$ cat src/rtl/cc_pkg.sv
package cc_pkg;
    localparam int CNT_W  = 16;
    localparam int CMP_W  = 18;
    localparam int NSEL_W = 4;
    localparam int ADDR_W = 3;
    localparam int NFLAG  = 3;

    localparam int F_CC   = 0;
    localparam int F_IOVF = 1;
    localparam int F_LIM  = 2;

    localparam logic [ADDR_W-1:0] A_CFG = 3'd0;
    localparam logic [ADDR_W-1:0] A_UPD = 3'd1;
    localparam logic [ADDR_W-1:0] A_LIM = 3'd2;
    localparam logic [ADDR_W-1:0] A_CNT = 3'd3;
    localparam logic [ADDR_W-1:0] A_CLR = 3'd4;
    localparam logic [ADDR_W-1:0] A_OUT = 3'd5;

    typedef enum logic [2:0] {
        MD_EDGE   = 3'd0,
        MD_CENTER = 3'd1,
        MD_SQUARE = 3'd2,
        MD_TIMER  = 3'd3,
        MD_NBIT   = 3'd4
    } ch_mode_e;

    typedef enum logic [1:0] {
        ACT_TOGGLE = 2'd0,
        ACT_SET    = 2'd1,
        ACT_CLEAR  = 2'd2,
        ACT_HOLD   = 2'd3
    } out_act_e;

    typedef enum logic [1:0] {
        TB_IDLE,
        TB_UP,
        TB_DOWN
    } tb_state_e;

    typedef struct packed {
        logic              run;
        logic              lim_ie;
        logic              iovf_ie;
        logic              cc_ie;
        logic              fall_en;
        logic              rise_en;
        logic [2:0]        mode;
        logic [NSEL_W-1:0] nsel;
        logic [1:0]        act;
    } cfg_t;
endpackage

$ cat src/rtl/cc_regs.sv
module cc_regs
    import cc_pkg::*;
#(
    parameter int CW = CNT_W,
    parameter int VW = CMP_W,
    parameter int AW = ADDR_W
) (
    input  logic              clk,
    input  logic              rst_n,
    input  logic              wr_en,
    input  logic [AW-1:0]     wr_addr,
    input  logic [VW-1:0]     wr_data,
    input  logic [NFLAG-1:0]  flag_set,
    output cfg_t              cfg,
    output logic [CW-1:0]     limit,
    output logic [VW-1:0]     upd_val,
    output logic              upd_wr,
    output logic              cnt_wr,
    output logic [CW-1:0]     cnt_val,
    output logic              out_wr,
    output logic              out_val,
    output logic [NFLAG-1:0]  flag_q
);
    localparam int CFG_W = $bits(cfg_t);

    logic clr_wr;

    assign upd_wr  = wr_en && (wr_addr == A_UPD);
    assign cnt_wr  = wr_en && (wr_addr == A_CNT);
    assign out_wr  = wr_en && (wr_addr == A_OUT);
    assign clr_wr  = wr_en && (wr_addr == A_CLR);
    assign cnt_val = wr_data[CW-1:0];
    assign out_val = wr_data[0];

    always_ff @(posedge clk or negedge rst_n) begin
        if (!rst_n) begin
            cfg     <= '0;
            limit   <= '0;
            upd_val <= '0;
        end else if (wr_en) begin
            if (wr_addr == A_CFG) cfg     <= cfg_t'(wr_data[CFG_W-1:0]);
            if (wr_addr == A_LIM) limit   <= wr_data[CW-1:0];
            if (wr_addr == A_UPD) upd_val <= wr_data;
        end
    end

    for (genvar i = 0; i < NFLAG; i++) begin : g_flag
        always_ff @(posedge clk or negedge rst_n) begin
            if (!rst_n)                     flag_q[i] <= 1'b0;
            else if (flag_set[i])           flag_q[i] <= 1'b1;
            else if (clr_wr && wr_data[i])  flag_q[i] <= 1'b0;
        end
    end
endmodule

$ cat src/rtl/cc_timebase.sv
module cc_timebase
    import cc_pkg::*;
#(
    parameter int CW = CNT_W
) (
    input  logic          clk,
    input  logic          rst_n,
    input  logic          run,
    input  logic          center,
    input  logic [CW-1:0] limit,
    input  logic          load,
    input  logic [CW-1:0] load_val,
    output logic [CW-1:0] count,
    output logic          down,
    output logic          lim_evt
);
    tb_state_e state, nxt;
    logic at_top, at_wrap, turn;

    assign at_top  = (count == limit);
    assign at_wrap = &count;
    assign turn    = center && at_top && (limit != '0);
    assign down    = (state == TB_DOWN);
    assign lim_evt = run && !down && (at_top || at_wrap);

    always_ff @(posedge clk or negedge rst_n) begin
        if (!rst_n) state <= TB_IDLE;
        else        state <= nxt;
    end

    always_comb begin
        nxt = state;
        unique case (state)
            TB_IDLE, TB_UP: begin
                if (!run)      nxt = TB_IDLE;
                else if (turn) nxt = TB_DOWN;
                else           nxt = TB_UP;
            end
            TB_DOWN: begin
                if (!run)               nxt = TB_IDLE;
                else if (count == '0)   nxt = TB_UP;
            end
            default: nxt = TB_IDLE;
        endcase
        if (load) nxt = run ? TB_UP : TB_IDLE;
    end

    always_ff @(posedge clk or negedge rst_n) begin
        if (!rst_n) begin
            count <= '0;
        end else if (load) begin
            count <= load_val;
        end else if (run) begin
            if (down) begin
                if (count == '0) count <= (limit == '0) ? '0 : CW'(1);
                else             count <= count - CW'(1);
            end else if (turn) begin
                count <= count - CW'(1);
            end else if (at_top) begin
                count <= '0;
            end else begin
                count <= count + CW'(1);
            end
        end
    end
endmodule

$ cat src/rtl/cc_chan.sv
module cc_chan
    import cc_pkg::*;
#(
    parameter int CW = CNT_W,
    parameter int VW = CMP_W,
    parameter int NW = NSEL_W
) (
    input  logic          clk,
    input  logic          rst_n,
    input  cfg_t          cfg,
    input  logic [CW-1:0] count,
    input  logic          down,
    input  logic          lim_evt,
    input  logic [VW-1:0] upd_val,
    input  logic          upd_wr,
    input  logic          out_wr,
    input  logic          out_val,
    input  logic          cap_in,
    output logic          out_q,
    output logic [VW-1:0] cmp_q,
    output logic          pending_q,
    output logic          cc_evt,
    output logic          iovf_evt
);
    localparam int PAD_W = VW - CW;

    logic [2:0]    sync;
    logic          rise, fall, cap, match, inter, act_evt, xfer;
    logic [NW:0]   nbits;
    logic [CW-1:0] mask, cmp_lo, next_pt;

    always_ff @(posedge clk or negedge rst_n) begin
        if (!rst_n) sync <= '0;
        else        sync <= {sync[1:0], cap_in};
    end
    assign rise = sync[1] & ~sync[2];
    assign fall = ~sync[1] & sync[2];

    assign nbits  = {1'b0, cfg.nsel} + (NW+1)'(1);
    assign mask   = ~({CW{1'b1}} << nbits);
    assign cmp_lo = cmp_q[CW-1:0];

    always_comb begin
        match   = 1'b0;
        inter   = 1'b0;
        cap     = 1'b0;
        act_evt = 1'b0;
        unique case (cfg.mode)
            MD_EDGE: begin
                match   = cfg.run && (count == cmp_lo);
                act_evt = match || lim_evt;
            end
            MD_CENTER: begin
                match   = cfg.run && (count == cmp_lo);
            end
            MD_SQUARE: begin
                match   = cfg.run && (count == next_pt);
                act_evt = match;
            end
            MD_TIMER: begin
                match   = cfg.run && (count == cmp_lo);
                cap     = (rise && cfg.rise_en) || (fall && cfg.fall_en);
                act_evt = match || cap;
            end
            MD_NBIT: begin
                match   = cfg.run && ((count & mask) == (cmp_lo & mask));
                inter   = cfg.run && ((count & mask) == mask);
                act_evt = match || inter;
            end
            default: ;
        endcase
    end

    assign cc_evt   = match || cap;
    assign iovf_evt = inter;
    assign xfer     = pending_q && (lim_evt || !cfg.run);

    always_ff @(posedge clk or negedge rst_n) begin
        if (!rst_n) begin
            out_q <= 1'b0;
        end else if (out_wr) begin
            out_q <= out_val;
        end else if (cfg.mode == MD_CENTER) begin
            if (match) out_q <= !down;
        end else if (act_evt) begin
            unique case (out_act_e'(cfg.act))
                ACT_TOGGLE: out_q <= ~out_q;
                ACT_SET:    out_q <= 1'b1;
                ACT_CLEAR:  out_q <= 1'b0;
                ACT_HOLD:   out_q <= out_q;
                default:    out_q <= out_q;
            endcase
        end
    end

    always_ff @(posedge clk or negedge rst_n) begin
        if (!rst_n) begin
            cmp_q     <= '0;
            pending_q <= 1'b0;
            next_pt   <= '0;
        end else begin
            if (cap)       cmp_q <= {{PAD_W{1'b0}}, count};
            else if (xfer) cmp_q <= upd_val;
            if (upd_wr)    pending_q <= 1'b1;
            else if (xfer) pending_q <= 1'b0;
            if (!(cfg.run && cfg.mode == MD_SQUARE)) next_pt <= cmp_lo;
            else if (match)                          next_pt <= next_pt + cmp_lo;
        end
    end
endmodule

$ cat src/rtl/cc_channel.sv
module cc_channel
    import cc_pkg::*;
#(
    parameter int CW = CNT_W,
    parameter int VW = CMP_W,
    parameter int AW = ADDR_W
) (
    input  logic          clk,
    input  logic          rst_n,
    input  logic          wr_en,
    input  logic [AW-1:0] wr_addr,
    input  logic [VW-1:0] wr_data,
    input  logic          cap_in,
    output logic          pwm_out,
    output logic [VW-1:0] cmp_value,
    output logic          upd_pending,
    output logic [CW-1:0] count,
    output logic          cc_flag,
    output logic          iovf_flag,
    output logic          lim_flag,
    output logic          irq
);
    cfg_t             cfg;
    logic [CW-1:0]    limit, cnt_val;
    logic [VW-1:0]    upd_val;
    logic             upd_wr, cnt_wr, out_wr, out_val;
    logic             down, lim_evt, cc_evt, iovf_evt;
    logic [NFLAG-1:0] flag_set, flag_q, flag_en;

    assign flag_set = {lim_evt, iovf_evt, cc_evt};
    assign flag_en  = {cfg.lim_ie, cfg.iovf_ie, cfg.cc_ie};

    cc_regs #(.CW(CW), .VW(VW), .AW(AW)) u_regs (
        .clk(clk), .rst_n(rst_n), .wr_en(wr_en), .wr_addr(wr_addr),
        .wr_data(wr_data), .flag_set(flag_set), .cfg(cfg), .limit(limit),
        .upd_val(upd_val), .upd_wr(upd_wr), .cnt_wr(cnt_wr),
        .cnt_val(cnt_val), .out_wr(out_wr), .out_val(out_val),
        .flag_q(flag_q)
    );

    cc_timebase #(.CW(CW)) u_tb (
        .clk(clk), .rst_n(rst_n), .run(cfg.run),
        .center(cfg.mode == MD_CENTER), .limit(limit), .load(cnt_wr),
        .load_val(cnt_val), .count(count), .down(down), .lim_evt(lim_evt)
    );

    cc_chan #(.CW(CW), .VW(VW), .NW(NSEL_W)) u_chan (
        .clk(clk), .rst_n(rst_n), .cfg(cfg), .count(count), .down(down),
        .lim_evt(lim_evt), .upd_val(upd_val), .upd_wr(upd_wr),
        .out_wr(out_wr), .out_val(out_val), .cap_in(cap_in),
        .out_q(pwm_out), .cmp_q(cmp_value), .pending_q(upd_pending),
        .cc_evt(cc_evt), .iovf_evt(iovf_evt)
    );

    assign cc_flag   = flag_q[F_CC];
    assign iovf_flag = flag_q[F_IOVF];
    assign lim_flag  = flag_q[F_LIM];
    assign irq       = |(flag_q & flag_en);
endmodule

$ cat config.mk
export PLATFORM = sky130hd
export DESIGN_NAME = cc_channel
export DESIGN_NICKNAME = d
export VERILOG_FILES = /design/src/rtl/cc_pkg.sv /design/src/rtl/cc_regs.sv /design/src/rtl/cc_timebase.sv /design/src/rtl/cc_chan.sv /design/src/rtl/cc_channel.sv
export SDC_FILE = /design/constraint.sdc
export NUM_CORES = 1
export LEC_CHECK = 0
export BUFFER_PORTS_ARGS = -buffer_cell sky130_fd_sc_hd__buf_2
export CAP_MARGIN = 15
export CORE_ASPECT_RATIO = 0.6
export CORE_MARGIN = 3
export CORE_UTILIZATION = 45
export DETAILED_ROUTE_END_ITERATION = 8
export PLACE_DENSITY = 0.59
export REMOVE_ABC_BUFFERS = 1
export SYNTH_ARGS = -nofsm -noshare
export SYNTH_HDL_FRONTEND = slang
export SYNTH_SLANG_ARGS = --single-unit
$ cat constraint.sdc
create_clock -name clk -period 5.4 [get_ports clk]
set_input_delay 0 -clock clk [delete_from_list [all_inputs] [get_ports clk]]
set_output_delay 0 -clock clk [all_outputs]
set_load 0.02 [all_outputs]
==> results of run 1 <==
-- report_power, final --
| group | leakage [nW] | switching, mW | total [mW] | internal [mW] |
|---|---|---|---|---|
| registers | 1.32 | 0.546 | 1.62 | 1.07 |
| clock network | 0.138 | 0.333 | 0.651 | 0.319 |
| logic | 1.96 | 1.17 | 2.09 | 0.922 |
| total | 3.41 | 2.04 | 4.36 | 2.31 |
-- path summary, 6_finish.rpt --
kind	from	end	cells after the start
worst max-delay path	u_tb.count[13]	u_chan.out_q	10
worst min-delay path	wr_data[12]	u_regs.limit[12]	2
worst max register to register	u_tb.count[13]	u_chan.out_q	10
worst min register to register	u_chan.sync[0]	u_chan.sync[1]	0
max in group asynchronous	rst_n	u_regs.cfg[2]	3
min in group asynchronous	rst_n	u_regs.upd_val[14]	2
-- layout make-up --
type	instances	area (sq um)	share of cell area [%]
multi-input combinational	594	4180	51.3
clock buffer	10	229	2.81
inverter	20	75.1	0.922
sequential	109	2730	33.5
tap	203	254	3.12
antenna	1	2.50	0.0307
clock inverter	6	45.0	0.553
timing repair buffer	93	631	7.74
-- layer usage --
layer | vias up | share of wire [%] | wire length [microns]
li1 | 2908 | - | -
met1 | 3193 | 50 | 12000
met4 | 0 | 0.79 | 190
met5 | - | 0 | 0
met2 | 294 | 41 | 9750
met3 | 20 | 8.9 | 2150
-- registers in the layout, summed over array words and instances, names as in the netlist --
name and count:
u_regs.limit 16, u_tb.count 16, u_chan.cmp_q 18, u_chan.out_q 1, u_chan.sync 3, u_chan.next_pt 16
u_regs.flag_q 3, u_tb.state 2, u_regs.upd_val 18, u_chan.pending_q 1, u_regs.cfg 15
-- synth_stat cells (5+ instances only) --
library cell,n
o21ai_0,67
and2_1,5
nor3_1,15
mux2i_1,25
nand4_1,10
and3_1,10
inv_1,20
nand2b_1,10
o22ai_1,7
o211ai_1,7
nor2b_1,13
dfrtp_1,109
nor2_1,42
xnor2_1,47
a22oi_1,9
nand3_1,16
nand2_1,79
ha_1,22
a211oi_1,8
clkbuf_1,32
nor4_1,14
mux2_2,46
nor3b_1,6
xor2_1,21
a21oi_1,27
buf_2,8
-- what timing repair did --
item / in CTS / in global routing
hold buffers: 20 / 0
endpoints found under the hold margin: 84 / 0
setup endpoints to repair: 0 / 0
-- cells in the final DEF (no fill, tap or decap), types with 5 or more instances in the layout --
| cell type | count |
|---|---|
| clkbuf_16 | 9 |
| xor2_1 | 21 |
| and3_1 | 10 |
| dfrtp_1 | 109 |
| nand4_1 | 10 |
| mux2i_1 | 25 |
| and2_1 | 5 |
| nor4_1 | 14 |
| a22oi_1 | 9 |
| mux2_2 | 46 |
| nand2b_1 | 10 |
| nor2b_1 | 13 |
| nand2_1 | 79 |
| a211oi_1 | 8 |
| buf_4 | 8 |
| inv_1 | 20 |
| a21oi_1 | 27 |
| o21ai_0 | 67 |
| nand3_1 | 16 |
| ha_1 | 22 |
| dlygate4sd3_1 | 20 |
| o22ai_1 | 7 |
| xnor2_1 | 47 |
| o211ai_1 | 7 |
| nor3_1 | 14 |
| buf_2 | 63 |
| nor2_1 | 42 |
-- worst max-delay path: stages, from the launching register on --
cell and delay (ns):
dfrtp_1 0.82, xor2_1 0.24, nor4_1 0.28, nand3_1 0.13
or4_1 0.71, o31ai_1 0.27, o21ai_0 0.20, a22oi_1 0.27
mux2i_1 0.23, a21oi_1 0.08, dlygate4sd3_1 0.54
-- logic make-up after synthesis --
| kind of cell | Yosys count | synth area share [%] |
|---|---|---|
| muxes | 72 | 11.0 |
| and+or+nand+nor | 253 | 18.6 |
| AOI/OAI and AO/OA | 178 | 16.0 |
| xor gates and xnor gates | 68 | 8.31 |
| DFF | 109 | 38.1 |
| adders and majority gates | 23 | 4.12 |
| buffers and inverters | 66 | 3.81 |
==> summary.json, run 1 <==
{
  "outcome": {
    "status": "completed"
  },
  "timing": {
    "post_route_hold_slack_ns": 0.0154,
    "finalMaxSlewViolations": 0,
    "finalCriticalPeriod_ns": 3.89,
    "worst_slew_pin_slew_ns": 1.12,
    "layout_setup_ws_ns": 1.51,
    "skew_ns": 0.00870,
    "unrepaired_setup_endpoints_after_global_routing": "false",
    "post-route-period-util_pct": 72.0,
    "max_freq_mhz": 257,
    "relSlewSlack_pct": 25.4,
    "setup_viol_count_final": 0,
    "report.final.hold_viol_count": 0,
    "fin_tns_setup_ns": 0
  },
  "grt": {
    "grt_max_degree": 69,
    "groute.usage.overall_pct": 27.1,
    "global_route.usage.met3_pct": 6.18,
    "grt_busiest_layer": "met1",
    "grt.overflow.total": 0,
    "grt_antenna_before_repair": 0,
    "first_global_vias": 6054,
    "global_route.usage.met2_pct": 37.1,
    "wire_length_of_the_first_global_routing_pass_mm": 36.8,
    "met1_usage_pct": 43.8
  },
  "floorplan": {
    "fp.dieArea_sq_mm": 0.0175,
    "initial_core_util_pct": 46.3,
    "floorplan.rows": 35,
    "fp.dieH_microns": 104,
    "dieWidth_microns": 169,
    "num_io_pins": 65,
    "placeable_area_sq_mm": 0.0155
  },
  "detailed_routing": {
    "drt_first_iter_violations": 774,
    "ant_nets": 0,
    "drt-total-wl_mm": 24.1,
    "routed-via-count": 6415,
    "route.detailed.wl_per_inst_microns": 23.2,
    "count_of_tritonroute_iterations_in_the_first_routing_pass": 5,
    "drt-vias-per-instance": 6.19,
    "remaining_drc_errors": 0
  },
  "setup_path": {
    "worst_setup_path_start_kind": "flip-flop",
    "crit_path_max_fanout": 15,
    "worstPathArrival_ns": 4.13,
    "end_kind": "flip-flop",
    "timing.critical_path.required_ns": 5.64,
    "path_class": "flip-flop to flip-flop",
    "setup_slack_reg_to_reg_ns": 1.51
  },
  "clocking": {
    "cts_num_sinks": 109,
    "tritoncts_clock_tree": "yes",
    "clk_lat_worst_skew_ns": 0.36,
    "resize_count_post_cts": 0,
    "post_cts_setup_driven_buffer_insertion_count": 0,
    "clock_pin_transition_on_the_worst_setup_and_hold_timing_paths_ns": 0.08,
    "cts_bufs_inserted": 9,
    "ctsHtreeMaxLevel": 3,
    "clock_tree.buffer_depth": 2,
    "clockRootBuffer": "clkbuf_16"
  },
  "placement": {
    "detailedPlace.worstSlack_ns": 1.73,
    "placedCellCount": 997,
    "globalplace.congestion": 0.965,
    "placed_cell_area_sq_mm": 0.00761,
    "half_perimeter_wire_length_after_placement_mm": 17.5,
    "port-buffer-count": 64
  },
  "cells_and_area": {
    "fin_area_sq_mm": 0.00814,
    "layout.core_utilization_pct": 52.7,
    "final_layout_size_suffix_gt1_share_pct": 18.3,
    "design.final.nets": 875,
    "layout.filler_cells": 1431,
    "areaGrowthSynthToFinish_pct": 13.7,
    "final_cells": 1036
  },
  "logic_synthesis": {
    "synth_top_area_cell": "dfrtp_1",
    "yosys_warnings": 0,
    "synth_flop_cell": "dfrtp_1",
    "area_share_of_the_largest_cell_type_after_synthesis_pct": 38.1,
    "ys_async_sr_fraction_pct": 100,
    "synth.lib_cells_used.distinct": 74,
    "netlist_area_sq_mm": 0.00716,
    "largest_cells_by_area_after_synthesis": "dfrtp_1 38%, mux2_2 7.2%, xnor2_1 5.7%, o21ai_0 4.7%, nand2_1 4.1%",
    "synth_seq_cells": 109,
    "ys_seq_area_share_pct": 38.1,
    "syn_inst": 769,
    "synth-edff-count": 0,
    "average_cell_area_after_synthesis_sq_um": 9.32
  },
  "min_path": {
    "worstHoldPathType": "input pin to flip-flop"
  },
  "power_and_ir_drop": {
    "design_power_total_mw": 4.36,
    "vdd_ir_drop_max_mv": 0.217,
    "power-per-cell-area_mw_per_mm2": 535,
    "p_leak_nw": 3.41
  },
  "job": {
    "maxCapViolations": 0
  }
}
Power figures use the tool's default switching activity.
==> run 2, diff against run 1 <==
Settings changed: ABC_AREA set to 1, PLACE_DENSITY 0.59 to 0.61.
Clock period 5.4 ns to 3.2 ns, I/O delays scaled along.
==> run 2 against run 1 <==
Against the previous run: setup slack got worse by 1.1 ns; clock skew is 0.0044 ns higher; combinational power is 130% higher; largest cell class unchanged.
==> summary.json, run 2 <==
{
  "timing": {
    "finalCriticalPeriod": {"value": 2.82, "unit": "ns", "change": "-1.07 ns"},
    "unrepaired_setup_endpoints_after_global_routing": "false",
    "setup_viol_count_final": {"value": 0, "change": "unchanged"},
    "skew": {"value": 0.0131, "unit": "ns", "change": "+0.00444 ns"},
    "report.final.hold_viol_count": {"value": 0, "change": "unchanged"},
    "layout_setup_ws": {"value": 0.381, "unit": "ns", "change": "-1.13 ns"},
    "finalMaxSlewViolations": {"value": 0, "change": "unchanged"},
    "post_route_hold_slack": {"value": 0.0162, "unit": "ns", "change": "+0.000776 ns"},
    "max_freq": {"value": 355, "unit": "MHz", "change": "+38%"},
    "worst_slew_pin_slew": {"value": 0.980, "unit": "ns", "change": "-0.136 ns"},
    "fin_tns_setup": {"value": 0, "unit": "ns", "change": "unchanged"},
    "relSlewSlack": {"value": 34.5, "unit": "%", "change": "+9.2 points"},
    "post-route-period-util": {"value": 88.1, "unit": "%", "change": "+16 points"}
  },
  "floorplan": {
    "initial_core_util": {"value": 46.4, "unit": "%", "change": "about the same"},
    "num_io_pins": {"value": 65, "change": "unchanged"},
    "dieWidth": {"value": 174, "unit": "microns", "change": "+2.8%"},
    "fp.dieH": {"value": 107, "unit": "microns", "change": "+2.7%"},
    "floorplan.rows": {"value": 36, "change": "+2.9%"},
    "fp.dieArea": {"value": 0.0185, "unit": "sq mm", "change": "+5.6%"},
    "placeable_area": {"value": 0.0164, "unit": "sq mm", "change": "+5.8%"}
  },
  "detailed_routing": {
    "met3_routed_length": {"value": 2.59, "unit": "mm", "change": "+21%"},
    "drt-total-wl": {"value": 24.8, "unit": "mm", "change": "+3.2%"},
    "routed-via-count": {"value": 7208, "change": "+12%"},
    "route.detailed.wl_per_inst": {"value": 18.7, "unit": "microns", "change": "-20%"},
    "met2WireLength": {"value": 8.96, "unit": "mm", "change": "-8.1%"},
    "highest_layer": "met4",
    "ant_nets": {"value": 0, "change": "unchanged"},
    "drt-vias-per-instance": {"value": 5.42, "change": "-12%"},
    "drt_first_iter_violations": {"value": 800, "change": "+3.4%"},
    "m1WireLength": {"value": 13.0, "unit": "mm", "change": "+9.1%"},
    "count_of_tritonroute_iterations_in_the_first_routing_pass": {"value": 8, "change": "+3"},
    "remaining_drc_errors": {"value": 0, "change": "unchanged"}
  },
  "grt": {
    "groute.usage.overall": {"value": 27.5, "unit": "%", "change": "+0.46 points"},
    "first_global_vias": {"value": 6375, "change": "+5.3%"},
    "wire_length_of_the_first_global_routing_pass": {"value": 38.9, "unit": "mm", "change": "+5.8%"},
    "grt.overflow.total": {"value": 0, "change": "unchanged"},
    "grt_antenna_before_repair": {"value": 0, "change": "unchanged"},
    "grt_max_degree": {"value": 63, "change": "-8.7%"}
  },
  "clocking": {
    "cts_bufs_inserted": {"value": 9, "change": "unchanged"},
    "clock_tree.buffer_depth": {"value": 2, "change": "unchanged"},
    "clock_pin_transition_on_the_worst_setup_and_hold_timing_paths": {"value": 0.07, "unit": "ns", "change": "about the same"},
    "cts_num_sinks": {"value": 109, "change": "unchanged"},
    "clockRootBuffer": "clkbuf_16",
    "ctsHtreeMaxLevel": {"value": 3, "change": "unchanged"},
    "tritoncts_clock_tree": "yes",
    "resize_count_post_cts": {"value": 0, "change": "unchanged"},
    "clk_lat_worst_skew": {"value": 0.37, "unit": "ns", "change": "about the same"}
  },
  "cells_and_area": {
    "final_cells": {"value": 1329, "change": "+28%"},
    "layout.filler_cells": {"value": 1591, "change": "+11%"},
    "final_common_cell": "nand2_1",
    "n_antenna_cell": {"value": 0, "change": "-1"},
    "layout_common_cells": "277 x nand2_1, 109 x dfrtp_1, 94 x inv_1, 84 x nor2_1, 69 x o21ai_0",
    "reg_top3": "u_chan.cmp_q x18, u_regs.upd_val x18",
    "final_layout_size_suffix_gt1_share": {"value": 17.4, "unit": "%", "change": "-0.83 points"},
    "design.final.nets": {"value": 1145, "change": "+31%"},
    "areaGrowthSynthToFinish_pct": 13.2,
    "layout.core_utilization": {"value": 52.5, "unit": "%", "change": "-0.17 points"}
  },
  "logic_synthesis": {
    "largest_cells_by_area_after_synthesis": "dfrtp_1 36%, nand2_1 14%, inv_1 4.7%, o21ai_0 4.6%, xor2_1 4.4%",
    "yosys-top-cells-count": "277 x nand2_1, 109 x dfrtp_1, 94 x inv_1",
    "ys_async_sr_fraction": {"value": 100, "unit": "%", "change": "unchanged"},
    "ys_seq_area_share": {"value": 36.0, "unit": "%", "change": "-2.1 points"},
    "synth.mux.area_fraction": {"value": 0.446, "unit": "%", "change": "-11 points"},
    "synthesized_area_fraction_occupied_by_adder_cells": {"value": 3.89, "unit": "%", "change": "-0.23 points"},
    "synth_seq_cells": {"value": 109, "change": "unchanged"},
    "average_cell_area_after_synthesis": {"value": 7.44, "unit": "sq um", "change": "-20%"},
    "main_combinational_cell_family_by_area_after_synthesis": "simple AND/OR/NAND/NOR gates",
    "synth_compound_gate_area_share": {"value": 13.7, "unit": "%", "change": "-2.4 points"},
    "synth_most_common_cell": "nand2_1",
    "synth_flop_cell": "dfrtp_1",
    "synth_xor_area_share": {"value": 6.24, "unit": "%", "change": "-2.1 points"},
    "post_synthesis_simple_gate_area_fraction": {"value": 30.5, "unit": "%", "change": "+12 points"},
    "area_share_of_the_largest_cell_type_after_synthesis": {"value": 36.0, "unit": "%", "change": "-2.1 points"},
    "synth_top_area_cell": "dfrtp_1",
    "yosys_warnings": {"value": 0, "change": "unchanged"},
    "synth.lib_cells_used.distinct": {"value": 57, "change": "-23%"},
    "synth-edff-count": {"value": 0, "change": "unchanged"},
    "syn_inst": {"value": 1019, "change": "+33%"},
    "netlist_area": {"value": 0.00758, "unit": "sq mm", "change": "+5.8%"}
  },
  "placement": {
    "detailedPlace.worstSlack": {"value": 0.515, "unit": "ns", "change": "-1.21 ns"},
    "half_perimeter_wire_length_after_placement": {"value": 19.2, "unit": "mm", "change": "+9.6%"},
    "placedCellCount": {"value": 1297, "change": "+30%"},
    "port-buffer-count": {"value": 64, "change": "unchanged"},
    "globalplace.congestion": {"value": 0.966, "change": "+0.16%"}
  },
  "job": {
    "maxCapViolations": {"value": 0, "change": "unchanged"}
  },
  "setup_path": {
    "worst_setup_path_start_kind": "flip-flop",
    "end_kind": "flip-flop",
    "timing.critical_path.required": {"value": 3.43, "unit": "ns", "change": "-2.21 ns"},
    "path_class": "flip-flop to flip-flop",
    "crit_path_max_fanout": {"value": 19, "change": "+4"},
    "worstPathArrival": {"value": 3.05, "unit": "ns", "change": "-1.08 ns"}
  },
  "power_and_ir_drop": {
    "power-per-cell-area": {"value": 989, "unit": "mW/mm^2", "change": "+85%"},
    "vdd_ir_drop_max": {"value": 0.358, "unit": "mV", "change": "+65%"},
    "p_leak": {"value": 4.24, "unit": "nW", "change": "+24%"}
  },
  "outcome": {
    "status": "completed"
  },
  "min_path": {
    "worstHoldPathType": "input pin to flip-flop"
  }
}
[run 2: layout make-up]
cell class,instances,area [sq um],area share [%]
clock inverters,2,17.5,0.204
inverters,118,448,5.22
multi-input cells,753,4150,48.4
repair buffers,106,693,8.07
clock buffers,13,260,3.03
well taps,228,285,3.32
flip-flops and latches,109,2730,31.8
[run 2: cells by family (layout without fill, tap and decap cells)]
family                     Yosys count  after routing
buffers and inverters              157            239
adders and majority gates           23             23
AOI/OAI and AO/OA                  160            160
and+or+nand+nor                    513            513
muxes                                3              3
DFF                                109            109
xor gates and xnor gates            54             54
[run 2: what timing repair did]
action / CTS / global route
buffers inserted: 0 / 0
hold buffers: 17 / 0
hold endpoints to repair: 99 / 0
[run 2: per-layer routing]
layer	vias up	GRT usage (%)
met1	3356	46.8
met2	336	33.9
met4	0	4.47
met3	20	6.50
li1	3496	-
met5	-	0
[run 2: path summary, 6_finish.rpt]
path,from,endpoint,slack (ns),cells past startpoint
worst max register to register,u_tb.count[0],u_chan.cmp_q[10],0.38,13
worst min register to register,u_chan.sync[0],u_chan.sync[1],0.36,0
max in group asynchronous,rst_n,u_regs.upd_val[0],2.14,3
min in group asynchronous,rst_n,u_tb.count[9],0.29,2
worst max-delay path,u_tb.count[0],u_chan.cmp_q[10],0.38,13
worst min-delay path,wr_data[13],u_regs.limit[13],0.02,3
[run 2: metrics by stage]
stage | power, mW | area, sq um
floorplan | 5.67 | 7330
global placement | 7.27 | 8140
detailed placement | 7.27 | 8140
CTS | 8.41 | 8580
global route | 9.17 | 8580
finish | 8.49 | 8580
[run 2: report_power, final]
group	switching (mW)	total, mW	leakage, nW	internal (mW)
clock network	0.529	1.10	0.136	0.573
registers	0.713	2.54	1.34	1.83
logic	3.10	4.85	2.77	1.75
[run 2: worst max-delay path, stage by stage, from the launching register on]
cell and delay, ns:
dfrtp_1 0.64, ha_1 0.31, nand3_1 0.13, nor2_1 0.16, nand3_1 0.14, nor2_1 0.20
nand2_1 0.12, nand2_1 0.12, nand2_1 0.12, nand2_1 0.10, nand2_2 0.06, buf_4 0.23
nor3_1 0.30, a211oi_1 0.08
